===== config.mk =====
export PLATFORM = sky130hd
export DESIGN_NAME = wsf_ctrl
export DESIGN_NICKNAME = d
export VERILOG_FILES = /design/src/rtl/wsf_pkg.sv /design/src/rtl/wsf_cwp_unit.sv /design/src/rtl/wsf_win_counters.sv /design/src/rtl/wsf_trap_enc.sv /design/src/rtl/wsf_ctrl.sv
export SDC_FILE = /design/constraint.sdc
export NUM_CORES = 1
export LEC_CHECK = 0
export ABC_AREA = 1
export BUFFER_PORTS_ARGS = -buffer_cell sky130_fd_sc_hd__buf_2
export CORE_MARGIN = 2
export CORE_UTILIZATION = 40
export DETAILED_ROUTE_END_ITERATION = 12
export GPL_TIMING_DRIVEN = 0
export PLACE_DENSITY = 0.72
export SYNTH_ARGS = -nofsm -noshare
export SYNTH_HDL_FRONTEND = slang
export SYNTH_SLANG_ARGS = --single-unit

===== constraint.sdc =====
create_clock -name clk -period 3.4 [get_ports clk]
set_input_delay 0.51 -clock clk [delete_from_list [all_inputs] [get_ports clk]]
set_output_delay 0.51 -clock clk [all_outputs]
set_load 0.01 [all_outputs]

===== src/rtl/wsf_pkg.sv =====
package wsf_pkg;
  typedef enum logic [2:0] {
    OP_IDLE     = 3'd0,
    OP_SAVE     = 3'd1,
    OP_RESTORE  = 3'd2,
    OP_FLUSH    = 3'd3,
    OP_SAVED    = 3'd4,
    OP_RESTORED = 3'd5,
    OP_WRCWP    = 3'd6,
    OP_WROTHER  = 3'd7
  } wsf_op_e;

  localparam logic [8:0] SPILL_BASE = 9'h080;
  localparam logic [8:0] FILL_BASE  = 9'h0C0;
  localparam logic [8:0] OTHER_FLAG = 9'h020;

  // sub-vector: selector field placed in bits 4:2
  function automatic logic [8:0] sub_vector(input logic other, input logic [5:0] ws);
    logic [8:0] v;
    if (other) v = OTHER_FLAG | {4'd0, ws[5:3], 2'd0};
    else       v = {4'd0, ws[2:0], 2'd0};
    return v;
  endfunction
endpackage


===== src/rtl/wsf_cwp_unit.sv =====
module wsf_cwp_unit #(
  parameter int MAX_WIN = 32,
  localparam int CW  = $clog2(MAX_WIN),
  localparam int NWW = $clog2(MAX_WIN + 1)
) (
  input  logic           clk,
  input  logic           rst,
  input  logic [NWW-1:0] nwin,
  input  logic           dec,
  input  logic           inc,
  input  logic           wr,
  input  logic [CW-1:0]  wr_val,
  output logic [CW-1:0]  cwp_ext
);
  logic [NWW-1:0] last;
  logic [CW-1:0]  cwp_q, cwp_d;

  assign last = nwin - NWW'(1);

  always_comb begin
    cwp_d = cwp_q;
    if (dec) begin
      cwp_d = (cwp_q == '0) ? CW'(last) : cwp_q - CW'(1);
    end else if (inc) begin
      cwp_d = ({1'b0, cwp_q} == NWW'(last)) ? '0 : cwp_q + CW'(1);
    end else if (wr) begin
      // external value out of range is taken as zero
      if ({1'b0, wr_val} >= nwin) cwp_d = CW'(last);
      else                        cwp_d = CW'(last - {1'b0, wr_val});
    end
  end

  always_ff @(posedge clk) begin
    if (rst) begin
      cwp_q   <= '0;
      cwp_ext <= CW'(last);
    end else begin
      cwp_q   <= cwp_d;
      cwp_ext <= CW'(last - {1'b0, cwp_d});
    end
  end
endmodule


===== src/rtl/wsf_win_counters.sv =====
module wsf_win_counters #(
  parameter int MAX_WIN = 32,
  localparam int CW  = $clog2(MAX_WIN),
  localparam int NWW = $clog2(MAX_WIN + 1)
) (
  input  logic           clk,
  input  logic           rst,
  input  logic [NWW-1:0] nwin,
  input  logic           do_save,
  input  logic           do_restore,
  input  logic           do_saved,
  input  logic           do_restored,
  input  logic           do_wrother,
  input  logic [CW-1:0]  wr_val,
  output logic [CW-1:0]  cansave,
  output logic [CW-1:0]  canrestore,
  output logic [CW-1:0]  otherwin,
  output logic [CW-1:0]  cleanwin
);
  logic [CW-1:0] cs_d, cr_d, ow_d, cw_d;
  logic          ow_zero, clean_room;

  assign ow_zero    = (otherwin == '0);
  assign clean_room = ({1'b0, cleanwin} < (nwin - NWW'(1)));

  always_comb begin
    cs_d = cansave;
    cr_d = canrestore;
    ow_d = otherwin;
    cw_d = cleanwin;
    if (do_save) begin
      cs_d = cansave - CW'(1);
      cr_d = canrestore + CW'(1);
    end else if (do_restore) begin
      cs_d = cansave + CW'(1);
      cr_d = canrestore - CW'(1);
    end else if (do_saved) begin
      cs_d = cansave + CW'(1);
      if (!ow_zero) ow_d = otherwin - CW'(1);
      else          cr_d = canrestore - CW'(1);
    end else if (do_restored) begin
      cr_d = canrestore + CW'(1);
      if (clean_room) cw_d = cleanwin + CW'(1);
      if (ow_zero)    cs_d = cansave - CW'(1);
    end else if (do_wrother) begin
      ow_d = wr_val;
    end
  end

  always_ff @(posedge clk) begin
    if (rst) begin
      cansave    <= CW'(nwin - NWW'(2));
      cleanwin   <= CW'(nwin - NWW'(2));
      canrestore <= '0;
      otherwin   <= '0;
    end else begin
      cansave    <= cs_d;
      canrestore <= cr_d;
      otherwin   <= ow_d;
      cleanwin   <= cw_d;
    end
  end
endmodule


===== src/rtl/wsf_trap_enc.sv =====
module wsf_trap_enc (
  input  logic       clk,
  input  logic       rst,
  input  logic       spill,
  input  logic       fill,
  input  logic       other,
  input  logic [5:0] wstate,
  output logic       trap_valid,
  output logic [8:0] trap_type
);
  import wsf_pkg::*;
  logic [8:0] type_d;

  always_comb begin
    type_d = '0;
    if (spill)     type_d = SPILL_BASE | sub_vector(other, wstate);
    else if (fill) type_d = FILL_BASE | sub_vector(other, wstate);
  end

  always_ff @(posedge clk) begin
    if (rst) begin
      trap_valid <= 1'b0;
      trap_type  <= '0;
    end else begin
      trap_valid <= spill | fill;
      trap_type  <= type_d;
    end
  end
endmodule


===== src/rtl/wsf_ctrl.sv =====
module wsf_ctrl #(
  parameter int MAX_WIN = 32,
  localparam int CW  = $clog2(MAX_WIN),
  localparam int NWW = $clog2(MAX_WIN + 1)
) (
  input  logic           clk,
  input  logic           rst,
  input  logic [NWW-1:0] nwin,
  input  logic [5:0]     wstate,
  input  logic [2:0]     op,
  input  logic [CW-1:0]  op_data,
  output logic           trap_valid,
  output logic [8:0]     trap_type,
  output logic [CW-1:0]  cwp_ext,
  output logic [CW-1:0]  cansave,
  output logic [CW-1:0]  canrestore,
  output logic [CW-1:0]  otherwin,
  output logic [CW-1:0]  cleanwin
);
  import wsf_pkg::*;

  wsf_op_e op_e;
  logic is_save, is_restore, is_flush;
  logic do_save, do_restore, spill, fill;

  assign op_e       = wsf_op_e'(op);
  assign is_save    = (op_e == OP_SAVE);
  assign is_restore = (op_e == OP_RESTORE);
  assign is_flush   = (op_e == OP_FLUSH);

  assign do_save    = is_save && (cansave != '0);
  assign do_restore = is_restore && (canrestore != '0);
  assign spill      = (is_save && (cansave == '0)) ||
                      (is_flush && ({1'b0, cansave} != (nwin - NWW'(2))));
  assign fill       = is_restore && (canrestore == '0);

  wsf_cwp_unit #(.MAX_WIN(MAX_WIN)) u_cwp (
    .clk     (clk),
    .rst     (rst),
    .nwin    (nwin),
    .dec     (do_save),
    .inc     (do_restore),
    .wr      (op_e == OP_WRCWP),
    .wr_val  (op_data),
    .cwp_ext (cwp_ext)
  );

  wsf_win_counters #(.MAX_WIN(MAX_WIN)) u_cnt (
    .clk         (clk),
    .rst         (rst),
    .nwin        (nwin),
    .do_save     (do_save),
    .do_restore  (do_restore),
    .do_saved    (op_e == OP_SAVED),
    .do_restored (op_e == OP_RESTORED),
    .do_wrother  (op_e == OP_WROTHER),
    .wr_val      (op_data),
    .cansave     (cansave),
    .canrestore  (canrestore),
    .otherwin    (otherwin),
    .cleanwin    (cleanwin)
  );

  wsf_trap_enc u_trap (
    .clk        (clk),
    .rst        (rst),
    .spill      (spill),
    .fill       (fill),
    .other      (otherwin != '0),
    .wstate     (wstate),
    .trap_valid (trap_valid),
    .trap_type  (trap_type)
  );
endmodule


==> reports/metrics.cfg, run 1 <==
[die]
die_w_um = 92.6
start_util_pct = 41.0
num_rows = 32
core_area_um2 = 7650
io_pins = 57
dieArea_um2 = 8570
die_h_um = 92.6

[power_and_ir_drop]
power.density_nw_per_um2 = 400
pwr-share-seq_pct = 36.9
p_leak_uw = 0.00181
power.share.clock_pct = 22.0
switchingPower_uw = 563
p_int_uw = 903
power_frac_comb_pct = 41.1
swShare_pct = 38.4
ir_worst_vdd_uv = 255

[drt]
drc_errors = 0
dr_total_vias = 3003
detail_route.wl_per_cell_um = 13.5
drtIter0Drc = 201
drtAntennaViolNets = 0
drt_wl_total_um = 8120
vias_per_cell = 4.98
drtPass1Iterations = 4

[timing]
relSlewSlack_pct = 58.6
period_needed_ns = 3.13
timing.hold.ws_ns = 0.465
finClkSkew_ns = 0.00423
worst_slew_pin_slew_ns = 0.621
hold_viol_final = 0
min_period_over_period_pct = 92.0
setup_viol_count_final = 0
slew_viol_final = 0
fmax_mhz = 320
rsz0062_at_grt = no

[yosys]
yosys.area.top_type = dfxtp_1
ys.flop_type = dfxtp_1
ys_async_sr_fraction_pct = 0
yosysWarnings = 0
synth_edf_count = 10
synth_seq_area_share_pct = 26.2
synth_area_leaders = dfxtp_1 (17%), ha_1 (11%), edfxtp_1 (9.6%)
synthCells = 439
yosysTopAreaCellShare_pct = 16.6
ys_ff_latch = 36
synth.cell_area_um2 = 3140
synth_cell_type_count = 46
syn_area_per_cell_um2 = 7.15

[clocking]
numClockSinks = 36
clk_pin_slew_ns = 0.07
root_buffer = clkbuf_8
clk_latency_ns = 0.29
cts_tree = built
htree_levels = 2
cts_made_buffers = 5
clockBufferDepth = 2

[worst_setup_path]
critPathMostFrequentCell = nand2_1
cp_max_fo = 7
path_class = primary input to register
slowest_stage = fa_1
crit_buf_inv = 5
worst_path_largest_cell_delay_ns = 0.39
end_kind = register
path_delay_family = adder cells
critPathRequiredTime_ns = 3.59
worstSetupStartpointType = primary input
path_cells = buf_2 -> inv_2 -> ha_1 -> nand2_1 -> nand2_1 -> nand2_1 -> nand2_1 -> a21oi_2 -> inv_2 -> a21oi_1 -> o21ai_0 -> o21ai_0 -> nand2_1 -> nand3_1 -> inv_1 -> ha_1 -> fa_1 -> inv_1 -> a31oi_2 -> nand3_1 -> nand3_1 -> nand2_1 -> nand2_1
cp.arrival_ns = 3.31

[placed_design]
dp_cells = 595
gp_congestion = 0.873
dp_hpwl_um = 6390
placed_area_um2 = 3530
io_buffers = 52

[outcome]
outcome = finished, final reports clean

[layout]
area_growth_pct = 16.9
fillers = 745
post-route-util_pct = 47.9
final_area_um2 = 3670
drive_above_1_share_pct = 25.5
nets = 552
final_cell_count_no_fill = 603
diodes = 0

[global_route]
grt_pass1_vias = 2898
grtUsageTotal_pct = 19.1
grt_max_degree = 11
antenna_found_initial = 0
grt_pass1_wl_um = 13200
gr-total-overflow = 0

[run]
maxCapViolCount = 0

[worst_hold_path]
hp-class = primary input to register

[stage by stage]
step,TNS (ns),power (uW),setup WS [ns]
finish,0,1470,0.271
global placement,-0.399,1120,-0.243
floorplan,0,974,0.370
CTS,0,1450,0.0109
detailed placement,-0.442,1130,-0.325
global route,0,1570,0.00939
[layout by cell type, fill, tap and decap left out, types with 5 or more instances in the layout]
cell	n
nand3_1	35
nor2_4	5
clkbuf_1	6
a21oi_1	20
xnor2_1	9
nor2_2	9
buf_2	52
inv_2	12
xor2_1	11
inv_1	54
clkbuf_8	6
dfxtp_1	26
buf_4	5
nand2_2	11
nand2_1	75
edfxtp_1	10
ha_1	24
o21ai_0	35
nor2_1	33
[cells by family after synthesis]
group	Yosys count	share of synthesized area, %
simple gates	186	28.9
buf+inv	82	10.9
compound gates	81	15.0
flops	36	26.2
fa+ha+maj	30	12.4
xor+xnor	20	5.58
mux	3	0.957
other cells	1	0.120
[Yosys cell counts (2+ instances only)]
master / instances
nand2_4: 4
o21ai_1: 4
nor2_2: 9
nand2_1: 77
mux2i_1: 3
a21oi_2: 2
inv_4: 3
nand3_2: 3
ha_1: 28
xor2_1: 11
fa_1: 2
nor2_4: 5
nand3_1: 35
edfxtp_1: 10
nand2_2: 9
a21oi_1: 20
dfxtp_1: 26
nand4_1: 3
o22ai_1: 2
a31oi_1: 3
clkbuf_1: 4
inv_2: 10
inv_1: 56
buf_4: 4
o21ai_0: 35
a211oi_1: 4
o21ai_2: 3
xnor2_1: 9
nor2_1: 33
nor3_1: 4
or2_2: 3
[final timing paths]
check,startpoint,slack (ns),end,cells past startpoint
max,nwin[3],0.27,u_cwp.cwp_ext[4]$_DFF_P_,23
min,wstate[5],0.46,u_trap.trap_type[4]$_SDFF_PP0_,3
max reg2reg,u_cnt.cansave[0]$_DFFE_PP_,0.48,u_cwp.cwp_ext[4]$_DFF_P_,19
min reg2reg,u_cnt.canrestore[4]$_SDFFE_PP0P_,0.51,u_cnt.canrestore[4]$_SDFFE_PP0P_,2
[worst register-to-register path, cell delays in order (launching register included)]
cell	delay (ns)
edfxtp_1	0.49
inv_1	0.12
ha_1	0.20
nand2_2	0.09
nor2_4	0.10
nand2_2	0.08
nand2_4	0.10
nand2_2	0.09
inv_1	0.12
nand2_1	0.07
nand3_1	0.12
inv_1	0.07
ha_1	0.21
fa_1	0.39
inv_1	0.10
a31oi_2	0.10
nand3_1	0.13
nand3_1	0.09
nand2_1	0.08
nand2_1	0.05
[final cells by class]
type                            count  area, um2  share of cell area, %
Buffer                             11       66.3                   1.81
Multi-Input combinational cell    323       2020                   55.2
Sequential cell                    36        821                   22.4
Inverter                           71        275                   7.51
Timing Repair Buffer               52        263                   7.17
Clock buffer                        8       90.1                   2.46
Tap cell                          102        128                   3.48
[what timing repair did]
item | 4_1_cts | 5_1_grt
setup buffers | 0 | 0
endpoints found under the setup margin | 1 | 1
gates resized for setup | 1 | 9
hold buffers | 0 | 0
[per-layer routing]
metal  track usage, %  part of all wire, %  up-vias
met1             24.2                   45     1375
met5                0                    0        -
met2             32.9                   50       63
li1                 -                    -     1554
met4             7.46                  1.8        0
met3             2.60                  3.8       11
[state kept, by name, indices dropped and copies added (netlist names)]
signal / flops
u_cwp.cwp_q: 5
u_cnt.cleanwin: 5
u_cnt.cansave: 5
u_trap.trap_type: 5
u_cnt.canrestore: 5
u_cwp.cwp_ext: 5
u_trap.trap_valid: 1
u_cnt.otherwin: 5
[power by group through the flow]
stage	Clock (uW)	Sequential (uW)	Combinational (uW)
2_1_floorplan	0	566	408
3_3_place_gp	0	550	568
3_5_place_dp	0	551	583
4_1_cts	326	541	588
5_1_grt	342	549	680
6_report	322	541	602
Power figures use the tool's default switching activity.
==> inputs of run 2 (changes only) <==
--- a/config.mk
+++ b/config.mk
@@ -7,6 +7,7 @@
 export LEC_CHECK = 0
 export ABC_AREA = 1
 export BUFFER_PORTS_ARGS = -buffer_cell sky130_fd_sc_hd__buf_2
+export CORE_ASPECT_RATIO = 1.75
 export CORE_MARGIN = 2
 export CORE_UTILIZATION = 40
 export DETAILED_ROUTE_END_ITERATION = 12
==> constraint.sdc (replaced) <==
create_clock -name clk -period 3.4 [get_ports clk]
set_input_delay 0 -clock clk [delete_from_list [all_inputs] [get_ports clk]]
set_output_delay 0 -clock clk [all_outputs]
set_load 0.01 [all_outputs]
==> reports/metrics.cfg, run 2 (same netlist as run 1, synthesis figures left out) <==
[power_and_ir_drop]
p_leak_uw = 0.00187  ; was 0.00181 uW
power.density_nw_per_um2 = 442  ; was 400 nW/um2
ir_worst_vdd_uv = 370  ; was 255 uV

[placed_design]
placed_area_um2 = 3510  ; was 3530 um2
io_buffers = 52  ; unchanged
dp_cells = 581  ; was 595
gp_congestion = 1.02  ; was 0.873
dp_hpwl_um = 7090  ; was 6390 um
dp_slack_ns = -0.0662  ; was -0.325 ns

[timing]
setup_viol_count_final = 0  ; unchanged
fmax_mhz = 313  ; was 320 MHz
rsz0062_at_grt = no  ; unchanged
finClkSkew_ns = 0.00742  ; was 0.00423 ns
worst_slew_pin_slew_ns = 0.590  ; was 0.621 ns
period_needed_ns = 3.20  ; was 3.13 ns
min_period_over_period_pct = 94.0  ; was 92.0%
relSlewSlack_pct = 60.5  ; was 58.6%
tns_ns = 0  ; unchanged
finalWorstSetupSlack_ns = 0.203  ; was 0.271 ns
slew_viol_final = 0  ; unchanged
hold_viol_final = 0  ; unchanged

[layout]
drive_above_1_share_pct = 23.7  ; was 25.5%
final_area_um2 = 3730  ; was 3670 um2
fillers = 785  ; was 745
layout_commonest_cell = nand2_1  ; unchanged
most-common-layout-cells = nand2_1 (77), inv_1 (56), buf_2 (53), o21ai_0 (35), nand3_1 (35)  ; was nand2_1 (75), inv_1 (54), buf_2 (52), o21ai_0 (35), nand3_1 (35)
area_growth_pct = 18.8  ; was 16.9%
nets = 558  ; was 552
final_cell_count_no_fill = 595  ; was 603
diodes = 0  ; unchanged
post-route-util_pct = 49.3  ; was 47.9%

[drt]
routed-wl-met2_um = 4970  ; was 4030 um
met1_length_um = 3120  ; was 3630 um
drtPass1Iterations = 4  ; unchanged
drtIter0Drc = 165  ; was 201
drtAntennaViolNets = 0  ; unchanged
wl_met3_um = 387  ; was 312 um
drc_errors = 0  ; unchanged
detail_route.wl_per_cell_um = 14.9  ; was 13.5 um
dr.max_layer_used = met4  ; unchanged
drt_wl_total_um = 8860  ; was 8120 um
vias_per_cell = 5.29  ; was 4.98
dr_total_vias = 3150  ; was 3003

[worst_setup_path]
path_delay_family = adder cells  ; unchanged
crit_buf_inv = 4  ; was 5
path_class = primary input to register  ; unchanged
path_depth = 23  ; unchanged
rr_startpoint = u_cnt.cansave[0]$_DFFE_PP_  ; unchanged
path_cells = buf_2 -> inv_1 -> ha_1 -> inv_1 -> nand2_1 -> nand2_1 -> ha_1 -> a21oi_1 -> nand2_1 -> xnor2_1 -> o21ai_0 -> o21ai_0 -> nand2_1 -> nand3_1 -> ha_1 -> nand2_1 -> nand2_1 -> a31oi_2 -> inv_1 -> nand2_2 -> nand3_1 -> nand2_1 -> nand2_1  ; was buf_2 -> inv_2 -> ha_1 -> nand2_1 -> nand2_1 -> nand2_1 -> nand2_1 -> a21oi_2 -> inv_2 -> a21oi_1 -> o21ai_0 -> o21ai_0 -> nand2_1 -> nand3_1 -> inv_1 -> ha_1 -> fa_1 -> inv_1 -> a31oi_2 -> nand3_1 -> nand3_1 -> nand2_1 -> nand2_1
reg2reg_depth = 19  ; unchanged
slowest_stage = ha_1  ; was fa_1
end_kind = register  ; unchanged
startpoint = nwin[1]  ; was nwin[3]
critical_path.endpoint = u_cwp.cwp_ext[4]$_DFF_P_  ; unchanged
worst_path_largest_cell_delay_ns = 0.40  ; was 0.39 ns
worst_r2r_endpoint = u_cwp.cwp_ext[4]$_DFF_P_  ; unchanged
critPathRequiredTime_ns = 3.58  ; was 3.59 ns
critPathMostFrequentCell = nand2_1  ; unchanged
cp.arrival_ns = 3.38  ; was 3.31 ns
cp_max_fo = 6  ; was 7
worstSetupStartpointType = primary input  ; unchanged
reg2reg_slack_ns = 0.43  ; was 0.48 ns

[outcome]
outcome = finished, final reports clean  ; unchanged

[clocking]
cts_made_buffers = 5  ; unchanged
postCtsSetupRepairBufs = 0  ; unchanged
numClockSinks = 36  ; unchanged
clockBufferDepth = 2  ; unchanged
cts_tree = built  ; unchanged
root_buffer = clkbuf_16  ; was clkbuf_8
htree_levels = 2  ; unchanged
clk_pin_slew_ns = 0.06  ; was 0.07 ns
clk_latency_ns = 0.29  ; about the same

[global_route]
grt_pass1_vias = 3106  ; was 2898
grt_pass1_wl_um = 14300  ; was 13200 um
antenna_found_initial = 0  ; unchanged
gr-total-overflow = 0  ; unchanged
grtUsageTotal_pct = 21.4  ; was 19.1%
grt_max_degree = 11  ; unchanged

[die]
die_w_um = 70.9  ; was 92.6 um
io_pins = 57  ; unchanged
dieArea_um2 = 8590  ; was 8570 um2
start_util_pct = 41.5  ; was 41.0%
die_h_um = 121  ; was 92.6 um
num_rows = 42  ; was 32
core_area_um2 = 7570  ; was 7650 um2

[worst_hold_path]
hp-class = primary input to register  ; unchanged

[run]
maxCapViolCount = 0  ; unchanged

run 2: cell types whose count changed in the layout (fill, tap and decap cells not counted), moves of 4 or more:
cell           previous run  this run
ha_1                     24        28
clkbuf_16                 0         5
dlygate4sd3_1             0         6
clkbuf_8                  6         1
run 2: power breakdown:
group          internal, uW  total (uW)  switching [uW]  leakage [uW]
sequential              500         542            42.6      0.000315
combinational           239         622             382       0.00148
clock                   293         483             190     0.0000712
total                  1030        1650             615       0.00187
run 2: metal layers:
layer  vias to the layer above  global-route usage (%)
li1                       1570                       -
met1                      1463                    20.6
met2                        92                    40.6
met3                        25                    3.57
met4                         0                    13.4
met5                         -                       0
run 2: worst min path at each step:
stage | endpoint | slack (ns) | depth (start not counted) | start
floorplan | u_trap.trap_type[2]$_SDFF_PP0_ | 0.16 | 2 | wstate[3]
global placement | u_trap.trap_type[3]$_SDFF_PP0_ | 0.24 | 3 | wstate[4]
detailed placement | u_trap.trap_type[3]$_SDFF_PP0_ | 0.26 | 3 | wstate[4]
CTS | u_cnt.otherwin[0]$_SDFFE_PP0P_ | 0.008 | 3 | op_data[0]
global route | u_cnt.otherwin[0]$_SDFFE_PP0P_ | 0.02 | 3 | op_data[0]
finish | u_cnt.otherwin[0]$_SDFFE_PP0P_ | 0.005 | 3 | op_data[0]
run 2: worst reg2reg max path: stages (launching register included):
cell      delay, ns
edfxtp_1       0.49
inv_1          0.12
ha_1           0.20
nand2_2        0.08
nor2_4         0.10
nand2_2        0.08
nand2_4        0.09
nand2_2        0.08
inv_1          0.11
nand2_1        0.06
nand3_1        0.12
inv_1          0.07
ha_1           0.20
fa_1           0.39
inv_1          0.12
a31oi_2        0.15
nand3_1        0.15
nand3_1        0.10
nand2_1        0.08
nand2_1        0.05
run 2: final cells by class:
class                           count  area, um2  share of cell area [%]
Sequential cell                    36        821                    22.0
Clock buffer                        8        146                    3.93
Inverter                           71        275                    7.39
Buffer                             11       66.3                    1.78
Multi-Input combinational cell    323       1990                    53.3
Tap cell                           88        110                    2.95
Timing Repair Buffer               58        320                    8.59
run 2: metrics by stage:
step                hold WS, ns  power, uW
CTS                     0.00751       1640
finish                  0.00492       1650
floorplan                 0.159        974
global placement          0.245       1130
detailed placement        0.258       1150
global route             0.0151       1740
run 2: repair_timing:
item,in CTS,in global routing
endpoints found under the setup margin,0,1
resized for setup,0,1
hold buffers,6,0
endpoints found under the hold margin,3,0
